==> src/rtl/uart_rto_pkg.sv <==
package uart_rto_pkg;

    localparam int OVERSAMPLE = 16;
    localparam int CHARS_IN_WINDOW = 4;
    localparam int MIN_DATA_BITS = 5;
    localparam int MAX_FRAME_BITS = 1 + MIN_DATA_BITS + 3 + 1 + 2;
    localparam int WIN_W = $clog2(CHARS_IN_WINDOW * MAX_FRAME_BITS + 1);

    typedef enum logic [0:0] {
        IDL_WATCH,
        IDL_QUIET
    } idle_st_t;

    typedef enum logic [1:0] {
        TO_EMPTY,
        TO_TIMING,
        TO_EXPIRED
    } to_st_t;

    function automatic logic [WIN_W-1:0] window_bits(
        input logic [1:0] dsel,
        input logic       par,
        input logic       stop2
    );
        logic [WIN_W-1:0] frame;
        frame = WIN_W'(1 + MIN_DATA_BITS + 1) + WIN_W'(dsel)
              + WIN_W'(par) + WIN_W'(stop2);
        return WIN_W'(CHARS_IN_WINDOW) * frame;
    endfunction

endpackage

==> src/rtl/rto_rx_sync.sv <==
module rto_rx_sync #(
    parameter int STAGES = 2
) (
    input  logic clk,
    input  logic rst_n,
    input  logic rx_async,
    output logic rx_level,
    output logic rx_fall
);
    logic [STAGES-1:0] chain;
    logic              level_d;

    generate
        for (genvar i = 0; i < STAGES; i++) begin : g_stage
            always_ff @(posedge clk or negedge rst_n) begin
                if (!rst_n) begin
                    chain[i] <= 1'b1;
                end else if (i == 0) begin
                    chain[i] <= rx_async;
                end else begin
                    chain[i] <= chain[(i > 0) ? i-1 : 0];
                end
            end
        end
    endgenerate

    always_ff @(posedge clk or negedge rst_n) begin
        if (!rst_n) level_d <= 1'b1;
        else        level_d <= chain[STAGES-1];
    end

    assign rx_level = chain[STAGES-1];
    assign rx_fall  = level_d & ~chain[STAGES-1];

    // a detected edge follows a high level one cycle earlier
    a_r3_fall_after_high: assert property (@(posedge clk) disable iff (!rst_n)
        rx_fall |-> $past(rx_level));

endmodule

==> src/rtl/rto_bit_phase.sv <==
module rto_bit_phase #(
    parameter int OVS = 16
) (
    input  logic clk,
    input  logic rst_n,
    input  logic tick,
    input  logic restart,
    output logic mid_strobe
);
    localparam int PH_W = $clog2(OVS);
    localparam logic [PH_W-1:0] MID_PH = PH_W'(OVS/2 - 1);
    localparam logic [PH_W-1:0] LAST_PH = PH_W'(OVS - 1);

    logic [PH_W-1:0] phase;

    always_ff @(posedge clk or negedge rst_n) begin
        if (!rst_n) begin
            phase <= '0;
        end else if (restart) begin
            phase <= '0;
        end else if (tick) begin
            phase <= (phase == LAST_PH) ? '0 : phase + 1'b1;
        end
    end

    assign mid_strobe = tick & ~restart & (phase == MID_PH);

    // a strobe is never issued in the cycle after a restart
    a_r4_no_strobe_after_restart: assert property (@(posedge clk) disable iff (!rst_n)
        restart |=> !mid_strobe);

endmodule

==> src/rtl/rto_window_cnt.sv <==
module rto_window_cnt
    import uart_rto_pkg::*;
(
    input  logic             clk,
    input  logic             rst_n,
    input  logic             clear,
    input  logic             step,
    input  logic [WIN_W-1:0] limit,
    output logic             reached
);
    logic [WIN_W-1:0] cnt;

    always_ff @(posedge clk or negedge rst_n) begin
        if (!rst_n) begin
            cnt <= '0;
        end else if (clear) begin
            cnt <= '0;
        end else if (step && cnt < limit) begin
            cnt <= cnt + 1'b1;
        end
    end

    assign reached = (cnt >= limit);

    // a restarted window is not complete in the following cycle
    a_r10_clear_restarts: assert property (@(posedge clk) disable iff (!rst_n)
        (clear && limit != '0) |=> !reached);

endmodule

==> src/rtl/uart_rx_timeout.sv <==
module uart_rx_timeout
    import uart_rto_pkg::*;
#(
    parameter int SYNC_STAGES = 2
) (
    input  logic       clk,
    input  logic       rst_n,
    input  logic       baud_tick16,
    input  logic       rx_in,
    input  logic [1:0] data_bits_sel,
    input  logic       parity_en,
    input  logic       two_stop,
    input  logic       fifo_not_empty,
    input  logic       rhr_read,
    output logic       line_idle,
    output logic       rx_timeout_irq
);
    logic             rx_level;
    logic             rx_fall;
    logic             mid;
    logic [WIN_W-1:0] win_limit;
    logic             idle_reached;
    logic             to_reached;
    logic             idle_clear;
    logic             idle_step;
    logic             to_clear;
    logic             to_step;

    idle_st_t idle_st, idle_nx;
    to_st_t   to_st,   to_nx;

    rto_rx_sync #(.STAGES(SYNC_STAGES)) u_sync (
        .clk      (clk),
        .rst_n    (rst_n),
        .rx_async (rx_in),
        .rx_level (rx_level),
        .rx_fall  (rx_fall)
    );

    rto_bit_phase #(.OVS(OVERSAMPLE)) u_phase (
        .clk        (clk),
        .rst_n      (rst_n),
        .tick       (baud_tick16),
        .restart    (rx_fall),
        .mid_strobe (mid)
    );

    assign win_limit = window_bits(data_bits_sel, parity_en, two_stop);

    assign idle_clear = rx_fall | (mid & ~rx_level);
    assign idle_step  = mid & rx_level;

    rto_window_cnt u_idle_cnt (
        .clk     (clk),
        .rst_n   (rst_n),
        .clear   (idle_clear),
        .step    (idle_step),
        .limit   (win_limit),
        .reached (idle_reached)
    );

    assign to_clear = (to_st == TO_EMPTY) | ~fifo_not_empty | rx_fall | rhr_read;
    assign to_step  = mid & (to_st == TO_TIMING);

    rto_window_cnt u_to_cnt (
        .clk     (clk),
        .rst_n   (rst_n),
        .clear   (to_clear),
        .step    (to_step),
        .limit   (win_limit),
        .reached (to_reached)
    );

    // state registers
    always_ff @(posedge clk or negedge rst_n) begin
        if (!rst_n) begin
            idle_st <= IDL_WATCH;
            to_st   <= TO_EMPTY;
        end else begin
            idle_st <= idle_nx;
            to_st   <= to_nx;
        end
    end

    // idle next state
    always_comb begin
        idle_nx = idle_st;
        unique case (idle_st)
            IDL_WATCH: if (idle_reached && !rx_fall) idle_nx = IDL_QUIET;
            IDL_QUIET: if (rx_fall)                  idle_nx = IDL_WATCH;
            default:                                 idle_nx = IDL_WATCH;
        endcase
    end

    // time-out next state
    always_comb begin
        to_nx = to_st;
        unique case (to_st)
            TO_EMPTY: begin
                if (fifo_not_empty) to_nx = TO_TIMING;
            end
            TO_TIMING: begin
                if (!fifo_not_empty)                          to_nx = TO_EMPTY;
                else if (to_reached && !rx_fall && !rhr_read) to_nx = TO_EXPIRED;
            end
            TO_EXPIRED: begin
                if (!fifo_not_empty) to_nx = TO_EMPTY;
                else if (rhr_read)   to_nx = TO_TIMING;
            end
            default: to_nx = TO_EMPTY;
        endcase
    end

    // outputs
    always_comb begin
        line_idle      = (idle_st == IDL_QUIET);
        rx_timeout_irq = (to_st == TO_EXPIRED);
    end

    // activity drops the idle flag
    a_r6_fall_drops_idle: assert property (@(posedge clk) disable iff (!rst_n)
        rx_fall |=> !line_idle);

    // an empty FIFO never leaves a request standing
    a_r8_empty_no_irq: assert property (@(posedge clk) disable iff (!rst_n)
        !fifo_not_empty |=> !rx_timeout_irq);

    // a read withdraws the request
    a_r11_read_clears: assert property (@(posedge clk) disable iff (!rst_n)
        rhr_read |=> !rx_timeout_irq);

    // the request holds while the FIFO stays occupied and nobody reads
    a_r11_irq_held: assert property (@(posedge clk) disable iff (!rst_n)
        (rx_timeout_irq && fifo_not_empty && !rhr_read) |=> rx_timeout_irq);

    // a request only rises while the FIFO is occupied
    a_r9_rise_needs_data: assert property (@(posedge clk) disable iff (!rst_n)
        $rose(rx_timeout_irq) |-> $past(fifo_not_empty));

endmodule

==> config.mk <==
export PLATFORM = sky130hd
export DESIGN_NAME = uart_rx_timeout
export DESIGN_NICKNAME = d
export VERILOG_FILES = /design/src/rtl/uart_rto_pkg.sv /design/src/rtl/rto_rx_sync.sv /design/src/rtl/rto_bit_phase.sv /design/src/rtl/rto_window_cnt.sv /design/src/rtl/uart_rx_timeout.sv
export SDC_FILE = /design/constraint.sdc
export NUM_CORES = 1
export LEC_CHECK = 0
export ABC_AREA = 1
export BUFFER_PORTS_ARGS = -buffer_cell sky130_fd_sc_hd__buf_2
export CAP_MARGIN = 10
export CORE_ASPECT_RATIO = 0.75
export CORE_UTILIZATION = 63
export CTS_CLUSTER_DIAMETER = 80
export DETAILED_ROUTE_END_ITERATION = 8
export PLACE_DENSITY = 0.82
export SLEW_MARGIN = 20
export SYNTH_ARGS = -nofsm -noshare
export SYNTH_HDL_FRONTEND = slang
export SYNTH_SLANG_ARGS = --single-unit
==> constraint.sdc <==
create_clock -name clk -period 2.5 [get_ports clk]
set_input_delay 0.375 -clock clk [delete_from_list [all_inputs] [get_ports clk]]
set_output_delay 0.375 -clock clk [all_outputs]
set_load 0.03 [all_outputs]
==> impl_results.md <==
* Critical Path End Type: flop
* Post-synth EDFFs at 0
* CTS root buf: clkbuf_4
* Most common cell in the netlist: nand2_1
* FF+latch area at 554 um2
* Met3 track demand over resource at 0.0497
* Ports at 12
* Antenna viol nets, final at 0
* CP Max Fanout at 11
* CORE AREA at 0.00212 mm2
* VDD IR max at 0.445 mV
* Placement Cell Area at 0.00160 mm2
* IO buf count at 11
* Pwr/cell area at 465 mW/mm2
* Largest family of logic cells by synthesized area: simple AND/OR/NAND/NOR gates
* WP data arrival at 2.57 ns
* Synth Net Count at 216
* Slowest-stage cell, CP: fa_1
* DR iter-0 viols at 42
* Post-Synth Adder-Cell Area at 0.130
* TritonRoute pass-1 iters at 4
* Cell leakage power at 0.836 nW
* Largest net degree at the start of global routing at 23
* Routability cong. at 0.788
* Synth top area cells: dfrtp_1, ha_1, nand2_1
* Tmin final at 2.36 ns
* Post-Syn Area at 0.00150 mm2
* Max incr delay on CP at 0.48 ns
* Post-Syn Area per Cell at 7.84 um2
* Area of the multi-input gates at 813 um2
* Total power at 0.000768 W
* Initial antenna violation count at 0
* Max Clock Freq at 424 MHz
* Critical path class: in2reg
* Reg clk slew, reported paths at 0.13 ns
* Layout area overhead at 10.4%
* CP dominant cell by count: inv_1
* Final instance area at 0.00165 mm2
* Fin nets at 234
* List of most frequent post-synthesis cells: nand2_1, inv_1, nor2_1, dfrtp_1, nand3_1
* Num rows at 14
* Final Hold Fails at 0
* YS warnings at 0
* Status: finished clean
* CTS Hold Buffers Added at 0
* Die W at 58.3 um
* Proportion of layout cells with a drive suffix above 1 at 0.163
* Busiest metal layer after global routing: met2
* DIE AREA at 0.00258 mm2
* Max Slew Vio Count at 0
* TritonCTS buffer count at 3
* Mux cell area share after synthesis at 0
* Final setup violation count at 0
* DRC Markers at 0
* Worst path required time at 2.72 ns
* First-pass GRT wire length at 5.00 mm
* Register area share after synthesis at 0.370
* H-tree levels at 1
* Worst skew pair latency at 0.31 ns
* TritonCTS clock tree: yes
* Total Wirelength at 2.84 mm
* Asr flop ratio synth at 1.00
* GRT overflow at 0
* Routed WL per cell at 11.8 um
* Post-Synth Simple-Gate Area at 0.258
* Worst-margin pin slew at 0.497 ns
* GR Layer Usage met2 at 0.423
* HP Class: in2async
* Compound-Gate Fraction of Synth Area at 0.0936
* Clock Skew at 0.00814 ns
* Top cell type's share of synthesized area at 0.317
* Via count at 1238
* Setup Buffers After CTS at 0
* Slew headroom at 0.669
* Global Route Usage Sum at 0.258
* Max Cap Viol at 0
* Primary FF master, synth: dfrtp_1
* Synth Register Bits at 22
* Clk buf depth at 2
* Met1 Use GR at 0.358
* Startpoint types: primary input
* Synth area leader: dfrtp_1
* Critical path cell sequence: buf_2, inv_1, ha_1, inv_1, ha_1, inv_1, fa_1, ha_1, inv_1, o21bai_1, nand4_1, nand3_2, nand2_4, nand2_1, o21ai_2
* Die height at 44.2 um
* Fin crit share at 0.942
* DP Wirelength at 2.27 mm
* Xor/xnor cell area share of the yosys netlist at 0.0526
* Distinct cell type count of the synthesized netlist at 25
* RSZ-0062 raised after global routing: false
* Antenna cell count at 0
* Vias in the first global route at 1196
* Clock sinks at 22
* Initial core utilization at 0.707
* Syn Inst Count at 191
* Vias per inst at 5.16
* Fillcell total at 143
## sequential cells by signal (all words and copies together) (netlist names)
register	flops
line_idle	1
to_st	2
u_idle_cnt.cnt	6
u_phase.phase	4
u_sync.chain	1
u_sync.level_d	1
u_sync.rx_level	1
u_to_cnt.cnt	6
## cell usage in the layout, fill, tap and decap left out, types with 2 or more instances in the layout
master,synthesis,routed
inv_1,34,34
ha_1,14,14
o21ai_0,7,5
nand4_1,3,3
xor2_1,7,7
dfstp_2,3,3
o21ai_1,0,2
buf_2,0,11
nand2_1,37,36
nor3_1,2,2
dfrtp_1,19,19
o21bai_1,2,2
buf_4,0,3
nor2_1,21,21
nand3_2,2,3
a21oi_1,6,6
clkbuf_4,0,3
xnor2_1,2,2
nand3_1,18,17
o21ai_2,5,5
## worst paths after layout
kind,startpoint,endpoint,slack (ns),depth (start not counted)
setup / recovery,data_bits_sel[0],u_idle_cnt.cnt[5],0.14,15
hold / removal,rst_n,u_idle_cnt.cnt[4],0.006,1
setup reg to reg,u_sync.rx_level,u_idle_cnt.cnt[0],0.87,8
hold reg to reg,u_sync.chain[0],u_sync.rx_level,0.36,0
max in group asynchronous,rst_n,u_sync.rx_level,2.13,1
min in group clk,rx_in,u_sync.chain[0],0.16,1
## critical path, delay by kind of cell
| family | cells | cell delay [ns] |
|---|---|---|
| AO/OA/AOI/OAI | 2 | 0.20 |
| AND/OR/NAND/NOR | 4 | 0.46 |
| buffers and inverters | 5 | 0.27 |
| adder cells (fa/ha/maj) | 4 | 1.24 |
## final cells by class
class | instances | share of cell area
multi-input combinational | 133 | 0.492
tap | 32 | 0.0242
timing repair buffer | 14 | 0.0469
inverter | 35 | 0.0795
sequential | 22 | 0.335
clock buffer | 4 | 0.0220
## repair_timing
action | in CTS | in global routing
resized for setup | 0 | 5
endpoints found under the hold margin | 0 | 0
endpoints found under the setup margin | 0 | 9
## stage by stage
| step | hold WS [ns] | worst slack [ns] | util | setup TNS (ns) | std cells |
|---|---|---|---|---|---|
| after global placement | 0.345 | -0.142 | 0.757 | -1.24 | 236 |
| final | 0.00555 | 0.144 | 0.780 | 0 | 240 |
| after detailed placement | 0.347 | -0.218 | 0.757 | -2.10 | 236 |
| after CTS | 0.0185 | 0.0317 | 0.774 | 0 | 240 |
| after global routing | 0.0385 | 0.00608 | 0.780 | 0 | 240 |
| after floorplan | 0.0794 | 0.0490 | - | 0 | 191 |
## cell families after synthesis
family | after synthesis
compound gates | 22
xor+xnor | 9
fa+ha+maj | 15
buf+inv | 36
flops | 22
simple gates | 87
## per-layer routing
metal  share of wire  up-vias
met5               0        -
met4           0.012        0
met3           0.043        7
met2            0.44       30
met1            0.51      561
li1                -      640
## where the power goes
part | internal [W] | leakage, nW | switching [W]
sequential | 0.000383 | 0.290 | 0.0000195
combinational | 0.0000608 | 0.525 | 0.000107
clock | 0.0000889 | 0.0210 | 0.000109
total | 0.000532 | 0.836 | 0.000236
(Power assumes the default switching activity.)
